<file path="src/rtl/iabp_pkg.sv">
package iabp_pkg;
    localparam int WORD_W = 32;

    // Narrow format: low 512 MiB only, half-word selector in bits [31:30]
    function automatic logic narrow_match(input logic [WORD_W-1:0] c,
                                          input logic [WORD_W-1:0] a);
        logic sel_ok;
        sel_ok = a[1] ? c[31] : c[30];
        return (a[31:29] == 3'b000) && (a[28:2] == c[28:2]) && sel_ok;
    endfunction

    // Wide format: half-word granularity across the full space
    function automatic logic wide_match(input logic [WORD_W-1:0] c,
                                        input logic [WORD_W-1:0] a);
        return a[31:1] == c[31:1];
    endfunction
endpackage

</file>
<file path="src/rtl/iabp_regs.sv">
module iabp_regs
    import iabp_pkg::*;
#(
    parameter int NUM_CMP = 4,
    parameter int FMT     = 0,
    parameter int REG_AW  = 8
) (
    input  logic                          clk,
    input  logic                          rst_n,
    input  logic                          we,
    input  logic [REG_AW-1:0]             addr,
    input  logic [WORD_W-1:0]             wdata,
    output logic [WORD_W-1:0]             rdata,
    output logic                          gen_en,
    output logic [NUM_CMP-1:0][WORD_W-1:0] cmp_words
);
    localparam int       SLOT_W = REG_AW - 2;
    localparam logic [6:0] CNT  = 7'(NUM_CMP);

    typedef struct packed {
        logic                           en;
        logic [NUM_CMP-1:0][WORD_W-1:0] cmp;
    } regs_t;

    regs_t              st_d, st_q;
    logic [SLOT_W-1:0]  word;
    logic               aligned;

    assign word    = addr[REG_AW-1:2];
    assign aligned = (addr[1:0] == 2'b00);

    always_comb begin
        st_d  = st_q;
        rdata = '0;
        if (aligned && word == '0) begin
            rdata[31:28] = 4'(FMT);
            rdata[14:12] = CNT[6:4];
            rdata[7:4]   = CNT[3:0];
            rdata[0]     = st_q.en;
            if (we && wdata[1]) st_d.en = wdata[0];
        end
        for (int i = 0; i < NUM_CMP; i++) begin
            if (aligned && word == SLOT_W'(i + 2)) begin
                rdata = st_q.cmp[i];
                if (we) st_d.cmp[i] = wdata;
            end
        end
    end

    always_ff @(posedge clk or negedge rst_n) begin
        if (!rst_n) st_q <= '0;
        else        st_q <= st_d;
    end

    assign gen_en    = st_q.en;
    assign cmp_words = st_q.cmp;

    p_keyless_ignored_r2: assert property (@(posedge clk) disable iff (!rst_n)
        (we && addr == '0 && !wdata[1]) |=> $stable(gen_en));

    p_keyed_loads_r2: assert property (@(posedge clk) disable iff (!rst_n)
        (we && addr == '0 && wdata[1]) |=> (gen_en == $past(wdata[0])));

    p_gap_write_ignored_r5: assert property (@(posedge clk) disable iff (!rst_n)
        (we && addr == REG_AW'(4)) |=> ($stable(cmp_words) && $stable(gen_en)));
endmodule

</file>
<file path="src/rtl/iabp_cmp.sv">
module iabp_cmp
    import iabp_pkg::*;
#(
    parameter int FMT = 0
) (
    input  logic [WORD_W-1:0] cmp_word,
    input  logic [WORD_W-1:0] fetch_addr,
    output logic              match
);
    generate
        if (FMT == 0) begin : g_narrow
            logic unused_bits;
            assign unused_bits = ^{fetch_addr[0], cmp_word[29], cmp_word[1]};
            assign match = cmp_word[0] && narrow_match(cmp_word, fetch_addr);
        end else begin : g_wide
            logic unused_bits;
            assign unused_bits = fetch_addr[0];
            assign match = cmp_word[0] && wide_match(cmp_word, fetch_addr);
        end
    endgenerate
endmodule

</file>
<file path="src/rtl/iabp_prio.sv">
module iabp_prio #(
    parameter int N    = 4,
    parameter int IW   = 2
) (
    input  logic [N-1:0]  vec,
    output logic          any,
    output logic [IW-1:0] idx
);
    always_comb begin
        any = 1'b0;
        idx = '0;
        for (int i = N - 1; i >= 0; i--) begin
            if (vec[i]) begin
                any = 1'b1;
                idx = IW'(i);
            end
        end
    end
endmodule

</file>
<file path="src/rtl/iabp_unit.sv">
module iabp_unit
    import iabp_pkg::*;
#(
    parameter int NUM_CMP = 4,
    parameter int FMT     = 0,
    parameter int REG_AW  = 8,
    localparam int IDX_W  = (NUM_CMP > 1) ? $clog2(NUM_CMP) : 1
) (
    input  logic              clk,
    input  logic              rst_n,
    input  logic              cfg_we,
    input  logic [REG_AW-1:0] cfg_addr,
    input  logic [31:0]       cfg_wdata,
    output logic [31:0]       cfg_rdata,
    input  logic              fetch_valid,
    input  logic [31:0]       fetch_addr,
    output logic              bp_hit,
    output logic [IDX_W-1:0]  bp_idx
);
    logic                           gen_en;
    logic [NUM_CMP-1:0][WORD_W-1:0] cmp_words;
    logic [NUM_CMP-1:0]             match_vec;
    logic                           any_match;

    iabp_regs #(.NUM_CMP(NUM_CMP), .FMT(FMT), .REG_AW(REG_AW)) regs_i (
        .clk(clk), .rst_n(rst_n), .we(cfg_we), .addr(cfg_addr),
        .wdata(cfg_wdata), .rdata(cfg_rdata), .gen_en(gen_en),
        .cmp_words(cmp_words)
    );

    for (genvar g = 0; g < NUM_CMP; g++) begin : g_cmp
        iabp_cmp #(.FMT(FMT)) cmp_i (
            .cmp_word(cmp_words[g]), .fetch_addr(fetch_addr),
            .match(match_vec[g])
        );
    end

    iabp_prio #(.N(NUM_CMP), .IW(IDX_W)) prio_i (
        .vec(match_vec), .any(any_match), .idx(bp_idx)
    );

    assign bp_hit = fetch_valid && gen_en && any_match;

    p_hit_gated_r8: assert property (@(posedge clk) disable iff (!rst_n)
        bp_hit |-> (fetch_valid && gen_en));

    p_idx_matches_r9: assert property (@(posedge clk) disable iff (!rst_n)
        bp_hit |-> match_vec[bp_idx]);

    p_idx_lowest_r9: assert property (@(posedge clk) disable iff (!rst_n)
        (bp_hit && bp_idx != '0) |-> !match_vec[0]);

    p_reset_quiet_r1: assert property (@(posedge clk) disable iff (!rst_n)
        $rose(rst_n) |-> !bp_hit);
endmodule

</file>
<file path="config.mk">
export PLATFORM = sky130hd
export DESIGN_NAME = iabp_unit
export DESIGN_NICKNAME = d
export VERILOG_FILES = /design/src/rtl/iabp_pkg.sv /design/src/rtl/iabp_regs.sv /design/src/rtl/iabp_cmp.sv /design/src/rtl/iabp_prio.sv /design/src/rtl/iabp_unit.sv
export SDC_FILE = /design/constraint.sdc
export NUM_CORES = 1
export LEC_CHECK = 0
export BUFFER_PORTS_ARGS = -buffer_cell sky130_fd_sc_hd__buf_2
export CORE_MARGIN = 2
export CORE_UTILIZATION = 45
export CTS_CLUSTER_SIZE = 14
export DETAILED_ROUTE_END_ITERATION = 10
export GPL_TIMING_DRIVEN = 1
export PLACE_DENSITY_LB_ADDON = 0.15
export SLEW_MARGIN = 20
export SYNTH_ARGS = -nofsm -noshare
export SYNTH_HDL_FRONTEND = slang
export SYNTH_SLANG_ARGS = --single-unit
</file>
<file path="constraint.sdc">
create_clock -name clk -period 3.5 [get_ports clk]
set_clock_uncertainty 0.1 [all_clocks]
set_input_delay 0.175 -clock clk [delete_from_list [all_inputs] [get_ports clk]]
set_output_delay 0.175 -clock clk [all_outputs]
set_load 0.05 [all_outputs]
</file>
**Word level (Yosys, flattened, before mapping)**

Index checks and enable logic that the tools add are counted.

- Reductions and logical operators: 28
- Divide/modulo/power cells: 0
- Eq/ne operators: 8
- Add/subtract/negate cells: 0
- Mux-type cells: 18
- Shifts and indexed selects: 0
- Multiply operators: 0
- Magnitude comparators: 0
- Bitwise logic cells: 0

Operators by type and width:

| operator | count |
|---|---|
| 32-bit 2-to-1 mux | 4 |
| 27-bit equality test | 4 |
| 1-bit logical AND | 20 |
| 6-bit by 2-bit equality test with 1-bit output, second input constant | 2 |
| 6-bit by 3-bit equality test with 1-bit output, second input constant | 2 |
| 2-bit AND reduction | 5 |
| 1-bit 2-to-1 mux | 9 |
| 2-bit 2-to-1 mux | 4 |
| 6-bit logical NOT | 1 |
| 3-bit logical NOT | 1 |
| 3-bit 2-to-1 mux | 1 |
| 2-bit logical NOT | 1 |

- Logic and storage cells: 59
- Memories: 0
- Flip-flop bits (word level): 129
- Bits in read-only memories: 0
- Memory bits (writable): 0
- Latch bits: 0
- Output and inout port bits: 35
- Input bits: 76

**Logic depth before layout (Yosys ltp)**

Gate-level depths: netlist (run 1).

- Word-level depth: 9
- Gate-level depth with buffers: 8
- Depth with buffers taken out: 6

**By module**

From an unflattened synthesis (run 1), not the netlist that was laid out.

- Cells, all modules: 614
- Area, all modules: 7637.3 um2

Modules (own cells, without submodules):

| module | seq. area each (um2) | area each (um2) | times used | cells an instance |
|---|---|---|---|---|
| iabp_regs | 3228.1 | 6309.8 | 1 | 450 |
| iabp_cmp | 0.0 | 321.6 | 4 | 39 |
| iabp_prio | 0.0 | 35.0 | 1 | 7 |
| iabp_unit | 0.0 | 6.3 | 1 | 1 |

**Worst setup path after synthesis (run 1)**

Ideal clock, no wire load.

- Path kind: in2out
- Start point: in fetch_addr[31]
- End point: out bp_idx[0]
- Slack: 436 ps
- Path buffers: 0
- Arrival: 2789 ps
- Data required time: 3225 ps
- Stages: 6
- Cell sequence: or3_1 -> nor4_1 -> nand4_1 -> or4_1 -> nand2b_1 -> a21boi_0

- Word-level cells in the longest chain between the ends: 8
- Elaborated cells between the ends (all ways): 17
- Classes of those cells: 4 x mux; 13 x reduce/logical

RTL lines:

| element | RTL line | source |
|---|---|---|
| from (decl) | iabp_unit.sv:16 | `input logic [31:0] fetch_addr,` |
| 3-bit logical NOT (*) | iabp_pkg.sv:9 | `return (a[31:29] == 3'b000) && (a[28:2] == c[28:2]) && sel_ok;` |
| 1-bit logical AND (2 in series) | iabp_pkg.sv:9 |  |
| 1-bit logical AND | iabp_cmp.sv:14 | `assign match = cmp_word[0] && narrow_match(cmp_word, fetch_addr);` |
| 2-bit 2-to-1 mux (3 in series) | iabp_prio.sv:13 | `if (vec[i]) begin` |
| 2-bit 2-to-1 mux (*) | iabp_prio.sv:13 |  |
| to (decl) | iabp_unit.sv:18 | `output logic [IDX_W-1:0] bp_idx` |

Every way passes the cells marked *; elsewhere a longest branch is shown, timed or not.

**Final worst setup path (run 1)**

- Start point: reg regs_i.st_q, in the netlist regs_i.cmp_words[121]
- End point: out bp_idx[0]

- Word-level cells in the longest chain between the ends: 8

RTL lines:

| element | RTL line | source |
|---|---|---|
| from (decl) | iabp_regs.sv:25 | `regs_t st_d, st_q;` |
| from (signal assigned) | iabp_regs.sv:52 | `else st_q <= st_d;` |
| 27-bit equality test | iabp_pkg.sv:9 |  |
| 1-bit logical AND (2 in series) | iabp_pkg.sv:9 |  |
| 1-bit logical AND | iabp_cmp.sv:14 |  |
| 2-bit 2-to-1 mux (4 in series) | iabp_prio.sv:13 |  |

No other way between the ends.

==> out/qor.log, run 1 <==
[run_status] status finished clean
[yosys] most frequent cells after synthesis sky130_fd_sc_hd__dfrtp_1, sky130_fd_sc_hd__mux2_2, sky130_fd_sc_hd__xnor2_1
[timing] crit path time final 3.23 ns
[yosys] combinational family with the most area after synthesis multiplexers
[yosys] Top FF cell, synth sky130_fd_sc_hd__dfrtp_1
[min_path] Hold Crit Start cfg_we
[cells_and_area] layout cell share with drive strength beyond 1 0.365
[yosys] number of synthesized register bits 129
[routing] router iterations before antenna repair 8
[worst_setup_path] category of the worst setup path capture point primary output
[yosys] simple logic cell fraction of the synthesized area 0.0721
[grt] remaining global-route overflow 0
[power] pwr dens 466 mW/mm²
[routing] Wirelength per Cell 22.6 µm
[yosys] count leader, synth sky130_fd_sc_hd__dfrtp_1
[worst_setup_path] R2R Path Start regs_i.cmp_words[86]
[grt] GRT Util Overall 0.258
[timing] Slew Limit Headroom 0.464
[yosys] Area contributors post-synth sky130_fd_sc_hd__dfrtp_1, sky130_fd_sc_hd__mux2_2, sky130_fd_sc_hd__xnor2_1
[timing] unrepaired setup endpoints after global routing no
[grt] first-pass GRT wire length 31.5 mm
[power] sum of internal, switching and leakage power 4110 µW
[worst_setup_path] largest fanout of any net on the critical path 3
[worst_setup_path] worst path bufs/invs 1
[yosys] synthesized area 0.00701 mm²
[power] Int Power 3180 µW
[cells_and_area] fin nets 787
[clock_network] Clock H-tree levels 4
[floorplan] Die H 129 µm
[cells_and_area] fill cell total of the finished layout 1306
[yosys] register area share after synthesis 0.461
[cells_and_area] Syn-to-layout area delta 25.7%
[place] total of buffers placed on input and output ports 109
[timing] max-slew violations 0
[worst_setup_path] slowest stage cell on the critical path sky130_fd_sc_hd__or4_1
[worst_setup_path] number of cells on the worst reg-to-reg path 1
[power] Clk pwr share 0.506
[floorplan] area enclosed by the die boundary 0.0166 mm²
[worst_setup_path] flop-to-flop setup slack 2.54 ns
[routing] DR iter-0 viols 525
[clock_network] number of buffers created by CTS 17
[yosys] area leader, netlist sky130_fd_sc_hd__dfrtp_1
[routing] remaining antenna violation count after routing 0
[timing] transition at the pin with the smallest max-transition slack 0.805 ns
[yosys] Post-Synthesis Mean Instance Area 12.5 µm²
[power] worst-case vdd ir drop 327 µV
[clock_network] buffer type at the clock tree root sky130_fd_sc_hd__clkbuf_16
[floorplan] effective utilization at floorplan 0.461
[power] Net Switching 929 µW
[clock_network] CTS tree built
[yosys] distinct cell type count after synthesis 37
[place] post-detail-place hpwl 14.4 mm
[power] switching fraction of total power 0.226
[clock_network] number of gates given a new drive strength after cts 0
[flow_run] max-cap violations 0
[worst_setup_path] CP Launch Type register
[clock_network] post-CTS clock slew at the launch and capture registers of the worst setup and hold paths 0.06 ns
[yosys] compound-gate portion of the synthesized area 0.0705
[routing] via count 5304
[timing] count of final setup violators 0
[timing] highest achievable clock rate 309 MHz
[place] number of instances in the placed design 847
[yosys] proportion of register bits with asynchronous set or reset after synthesis 1.00
[yosys] count of flip-flops with a built-in enable after synthesis 0
[worst_setup_path] highest cell delay on the worst timing path 0.60 ns
[yosys] post-synthesis adder-cell area fraction 0
[clock_network] clk sinks 129
[routing] post-detailed-route DRC marker count 0
[yosys] synthesized-area fraction occupied by xor and xnor cells 0.135
[worst_setup_path] data required time at the worst endpoint 3.22 ns
[clock_network] source-to-sink clock delay at the later pin of the worst-skew pair 0.42 ns
[routing] drt via density 5.81
[cells_and_area] non-filler instance count after layout 913
[grt] number of global-route vias before repair 5324
[power] power share of the sequential group 0.397
[worst_setup_path] Setup CP Type register to primary output
[min_path] kind of path behind the tightest hold check input pin to register
[grt] pin count of the biggest net entering global routing 83
[clock_network] maximum buffer depth of the clock tree 2
[min_path] end of the worst hold path regs_i.gen_en
[cells_and_area] fraction of the core area covered by cells at the end of the flow 0.579
[min_path] cell count of the worst hold path 3
[power] combinational share of power 0.097
[worst_setup_path] kind of cell adding the most delay to the critical path simple AND/OR/NAND/NOR gates
[worst_setup_path] ordered cell list for the critical path xor2_1 > nor4_1 > nand4_1 > or4_1 > nand2b_1 > a21boi_0 > buf_2
[timing] Final Hold Vio Count 0
[timing] total negative slack 0 ns
[timing] share of the cycle needed by the critical path after routing 0.924
[floorplan] Core Rows 45
[yosys] multiplexer share of the synthesized area 0.237
[grt] number of antenna violations at the first check in global routing 1
[power] Leak 0.00444 µW
[place] gp weighted congestion 0.834
[floorplan] CORE AREA 0.0152 mm²
[floorplan] width of the die 129 µm
[floorplan] Top Ports 111
[worst_setup_path] Crit path arrival time 2.96 ns
[routing] overall routed net length 20.6 mm
[yosys] post-synth net total 638
[yosys] Yosys warnings 0
[yosys] number of cells produced by synthesis 562
[worst_setup_path] endpoint of the lowest-slack register-to-register path regs_i.cmp_words[86]
[yosys] top-area cell type share of the netlist area 0.461
-- worst min-delay path: stages --
cell,delay (ns)
sky130_fd_sc_hd__buf_2,0.15
sky130_fd_sc_hd__nand4b_1,0.12
sky130_fd_sc_hd__mux2_2,0.15
-- power by group through the flow --
| stage | clock (µW) | sequential, µW | combinational (µW) |
|---|---|---|---|
| after floorplan | 0 | 1640 | 187 |
| after global placement | 0 | 1650 | 361 |
| after detailed placement | 0 | 1650 | 368 |
| after CTS | 2110 | 1630 | 399 |
| after global routing | 2180 | 1640 | 429 |
| final | 2080 | 1630 | 398 |
-- routing by layer --
layer,wire length [µm],global-route usage,up-vias
met4,462,0.0927,0
met1,9130,0.350,2703
met5,0,0,-
met2,9720,0.409,199
met3,1330,0.0586,33
li1,-,-,2369
-- repair_timing --
item / 4_1_cts / 5_1_grt
setup buffers: 0 / 0
hold buffers: 33 / 0
endpoints found under the hold margin: 208 / 0
-- stage by stage --
step | hold WS [ns] | setup slack, ns | area [µm²]
after CTS | 0.0865 | 0.229 | 8800
after global routing | 0.106 | 0.124 | 8810
after detailed placement | 0.341 | 0.563 | 7790
after floorplan | -0.221 | 0.436 | 7010
after global placement | 0.331 | 0.609 | 7790
final | 0.107 | 0.267 | 8810
-- state kept, by name (all words and copies together) (netlist names) --
name,cells
regs_i.cmp_words,128
regs_i.gen_en,1
-- final cells by class --
type | instances | area [µm²] | area share
clock buffer | 21 | 450 | 0.0511
clock inverter | 11 | 233 | 0.0264
sequential | 129 | 3230 | 0.366
inverter | 1 | 3.75 | 0.000426
antenna | 1 | 2.50 | 0.000284
multi-input combinational | 403 | 3610 | 0.410
timing repair buffer | 159 | 1050 | 0.119
tap | 188 | 235 | 0.0267
-- cell usage in the layout (no fill, tap or decap), types with 11 or more instances in the layout --
master | Yosys | layout
sky130_fd_sc_hd__mux2_1 | 32 | 32
sky130_fd_sc_hd__mux2_4 | 30 | 30
sky130_fd_sc_hd__nand2_1 | 12 | 11
sky130_fd_sc_hd__dfrtp_1 | 129 | 129
sky130_fd_sc_hd__clkbuf_16 | 0 | 17
sky130_fd_sc_hd__nor4_1 | 15 | 15
sky130_fd_sc_hd__a222oi_1 | 27 | 27
sky130_fd_sc_hd__dlygate4sd3_1 | 0 | 33
sky130_fd_sc_hd__buf_2 | 13 | 108
sky130_fd_sc_hd__nand4_1 | 17 | 17
sky130_fd_sc_hd__xnor2_1 | 56 | 56
sky130_fd_sc_hd__nor2_1 | 26 | 26
sky130_fd_sc_hd__xor2_1 | 52 | 52
sky130_fd_sc_hd__mux2_2 | 71 | 71
sky130_fd_sc_hd__buf_4 | 0 | 14
sky130_fd_sc_hd__a21oi_1 | 31 | 31
-- worst max path at each step --
stage | start | end | slack (ns) | cells past startpoint
floorplan | fetch_addr[31] | bp_idx[0] | 0.44 | 6
global placement | fetch_addr[31] | bp_idx[0] | 0.61 | 8
detailed placement | fetch_addr[31] | bp_idx[0] | 0.56 | 8
CTS | regs_i.cmp_words[121] | bp_idx[0] | 0.23 | 7
global route | regs_i.cmp_words[121] | bp_idx[0] | 0.12 | 7
finish | regs_i.cmp_words[121] | bp_idx[0] | 0.27 | 7
-- cell families after synthesis --
logic type	after synthesis
simple gates	90
mux	138
compound gates	67
xor+xnor	108
flops	129
buf+inv	30
(Power assumes the default switching activity.)
==> inputs of run 2 (changes only) <==
--- a/config.mk
+++ b/config.mk
@@ -6,6 +6,7 @@
 export NUM_CORES = 1
 export LEC_CHECK = 0
 export BUFFER_PORTS_ARGS = -buffer_cell sky130_fd_sc_hd__buf_2
+export CORE_ASPECT_RATIO = 1.75
 export CORE_MARGIN = 2
 export CORE_UTILIZATION = 45
 export CTS_CLUSTER_SIZE = 14
==> constraint.sdc (replaced) <==
create_clock -name clk -period 3.6 [get_ports clk]
set_clock_uncertainty 0.1 [all_clocks]
set_input_delay 0.18 -clock clk [delete_from_list [all_inputs] [get_ports clk]]
set_output_delay 0.18 -clock clk [all_outputs]
set_load 0.05 [all_outputs]
==> run 2 against run 1 <==
Non-clock buffer count shrank 5. Via count shrank 1.0%. Power shrank 7.7%. Largest cell class unchanged.
==> out/qor.log, run 2 (synthesis results as in run 1) <==
[grt] GRT Util Overall 0.260
[power] sum of internal, switching and leakage power 3790 µW
[timing] count of final setup violators 0
[place] gp weighted congestion 0.905
[clock_network] number of gates given a new drive strength after cts 0
[worst_setup_path] category of the worst setup path capture point primary output
[routing] met1 wire length 8.07 mm
[routing] highest routing layer actually used met4
[clock_network] count of hold buffers inserted by post-cts repair 33
[clock_network] Clock H-tree levels 4
[flow_run] max-cap violations 0
[worst_setup_path] highest cell delay on the worst timing path 0.47 ns
[routing] via count 5249
[grt] first-pass GRT wire length 32.3 mm
[timing] transition at the pin with the smallest max-transition slack 0.911 ns
[cells_and_area] most common cell after layout, fill and taps aside sky130_fd_sc_hd__dfrtp_1
[timing] Final Hold Vio Count 0
[clock_network] post-CTS clock slew at the launch and capture registers of the worst setup and hold paths 0.06 ns
[grt] number of global-route vias before repair 5506
[timing] share of the cycle needed by the critical path after routing 0.916
[place] number of instances in the placed design 840
[timing] crit path time final 3.30 ns
[worst_setup_path] number of cells on the worst reg-to-reg path 1
[clock_network] number of buffers created by CTS 17
[worst_setup_path] Setup CP Type register to primary output
[clock_network] CTS tree built
[worst_setup_path] largest fanout of any net on the critical path 3
[worst_setup_path] Worst path most repeated cell sky130_fd_sc_hd__nand4_1
[cells_and_area] max reg flops 128
[clock_network] maximum buffer depth of the clock tree 2
[power] worst-case vdd ir drop 291 µV
[routing] met2 WL post-DR 10.9 mm
[worst_setup_path] R2R Path Start regs_i.cmp_words[91]
[worst_setup_path] worst path bufs/invs 1
[cells_and_area] fin nets 782
[routing] overall routed net length 21.1 mm
[clock_network] source-to-sink clock delay at the later pin of the worst-skew pair 0.42 ns
[floorplan] effective utilization at floorplan 0.458
[routing] post-detailed-route DRC marker count 0
[timing] Slew Limit Headroom 0.393
[worst_setup_path] kind of cell adding the most delay to the critical path simple AND/OR/NAND/NOR gates
[place] worst-case setup slack after placement 0.549 ns
[floorplan] Top Ports 111
[worst_setup_path] ordered cell list for the critical path xnor2_1 > nand4_1 > nor4_1 > nand4_1 > a21boi_0 > buf_2
[run_status] status finished clean
[timing] final setup margin 0.302 ns
[worst_setup_path] endpoint of the lowest-slack register-to-register path regs_i.cmp_words[91]
[grt] number of antenna violations at the first check in global routing 0
[cells_and_area] layout cell share with drive strength beyond 1 0.364
[cells_and_area] number of inserted diodes 0
[worst_setup_path] CP Launch Type register
[floorplan] area enclosed by the die boundary 0.0166 mm²
[min_path] Hold Crit Start cfg_we
[min_path] end of the worst hold path regs_i.gen_en
[floorplan] width of the die 98.3 µm
[worst_setup_path] slowest stage cell on the critical path sky130_fd_sc_hd__xnor2_1
[worst_setup_path] Crit path arrival time 3.02 ns
[cells_and_area] Syn-to-layout area delta 24.4%
[routing] drt via density 5.80
[floorplan] Core Rows 60
[cells_and_area] non-filler instance count after layout 905
[routing] length of routed met3 wiring 1.11 mm
[cells_and_area] highest-count cells in the layout ignoring fill and taps sky130_fd_sc_hd__dfrtp_1, sky130_fd_sc_hd__buf_2, sky130_fd_sc_hd__mux2_2
[floorplan] Die H 169 µm
[routing] DR iter-0 viols 348
[place] post-detail-place hpwl 15.0 mm
[floorplan] CORE AREA 0.0153 mm²
[timing] max-slew violations 0
[place] total of buffers placed on input and output ports 109
[power] Leak 0.00439 µW
[cells_and_area] Finished Cell Area 0.00872 mm²
[clock_network] clk sinks 129
[routing] remaining antenna violation count after routing 0
[timing] highest achievable clock rate 303 MHz
[grt] pin count of the biggest net entering global routing 66
[worst_setup_path] data required time at the worst endpoint 3.32 ns
[clock_network] post-CTS setup repair buffer count 0
[timing] total negative slack 0 ns
[place] post-detailed-placement cell area 0.00776 mm²
[power] pwr dens 435 mW/mm²
[clock_network] buffer type at the clock tree root sky130_fd_sc_hd__clkbuf_16
[min_path] kind of path behind the tightest hold check input pin to register
[grt] remaining global-route overflow 0
[timing] unrepaired setup endpoints after global routing no
[routing] Wirelength per Cell 23.3 µm
[min_path] cell count of the worst hold path 3
[worst_setup_path] flop-to-flop setup slack 2.65 ns
[routing] router iterations before antenna repair 6
## run 2: changes by cell type in the layout (fill, tap and decap cells not counted), sizes merged
| cell | before | now |
|---|---|---|
| clkbuf | 21 | 20 |
| diode | 1 | 0 |
| clkinvlp | 1 | 3 |
| bufinv | 7 | 3 |
| buf | 126 | 121 |
| clkinv | 3 | 6 |
## run 2: worst max path at each step
| stage | start | end | slack (ns) | cells past startpoint |
|---|---|---|---|---|
| 2_1_floorplan | fetch_addr[31] | bp_idx[0] | 0.53 | 6 |
| 3_3_place_gp | cfg_addr[1] | cfg_rdata[26] | 0.57 | 7 |
| 3_5_place_dp | cfg_addr[1] | cfg_rdata[26] | 0.55 | 7 |
| 4_1_cts | regs_i.cmp_words[121] | bp_idx[0] | 0.41 | 8 |
| 5_1_grt | regs_i.cmp_words[87] | bp_hit | 0.24 | 6 |
| 6_report | regs_i.cmp_words[38] | bp_idx[0] | 0.30 | 6 |
## run 2: final cells by class
| class | count | area, µm² |
|---|---|---|
| fill | 1364 | 6600 |
| clock inverter | 12 | 158 |
| inverter | 1 | 3.75 |
| tap | 186 | 233 |
| clock buffer | 20 | 467 |
| timing repair buffer | 154 | 1020 |
| sequential | 129 | 3230 |
| multi-input combinational | 403 | 3610 |
## run 2: power by group
| group | total, µW | switching [µW] | internal (µW) |
|---|---|---|---|
| clock | 1820 | 672 | 1150 |
| sequential | 1580 | 63.8 | 1520 |
| combinational | 391 | 204 | 187 |
## run 2: metrics by stage
| stage | hold slack [ns] | util |
|---|---|---|
| final | 0.101 | 0.569 |
| after global routing | 0.108 | 0.569 |
| after CTS | 0.0904 | 0.569 |
| after detailed placement | 0.260 | 0.507 |
| after global placement | 0.239 | 0.507 |
| after floorplan | -0.216 | - |
## run 2: per-layer routing
| metal | track usage | up-vias |
|---|---|---|
| met5 | 0 | - |
| li1 | - | 2361 |
| met2 | 0.443 | 195 |
| met4 | 0.130 | 0 |
| met1 | 0.311 | 2647 |
| met3 | 0.0487 | 46 |
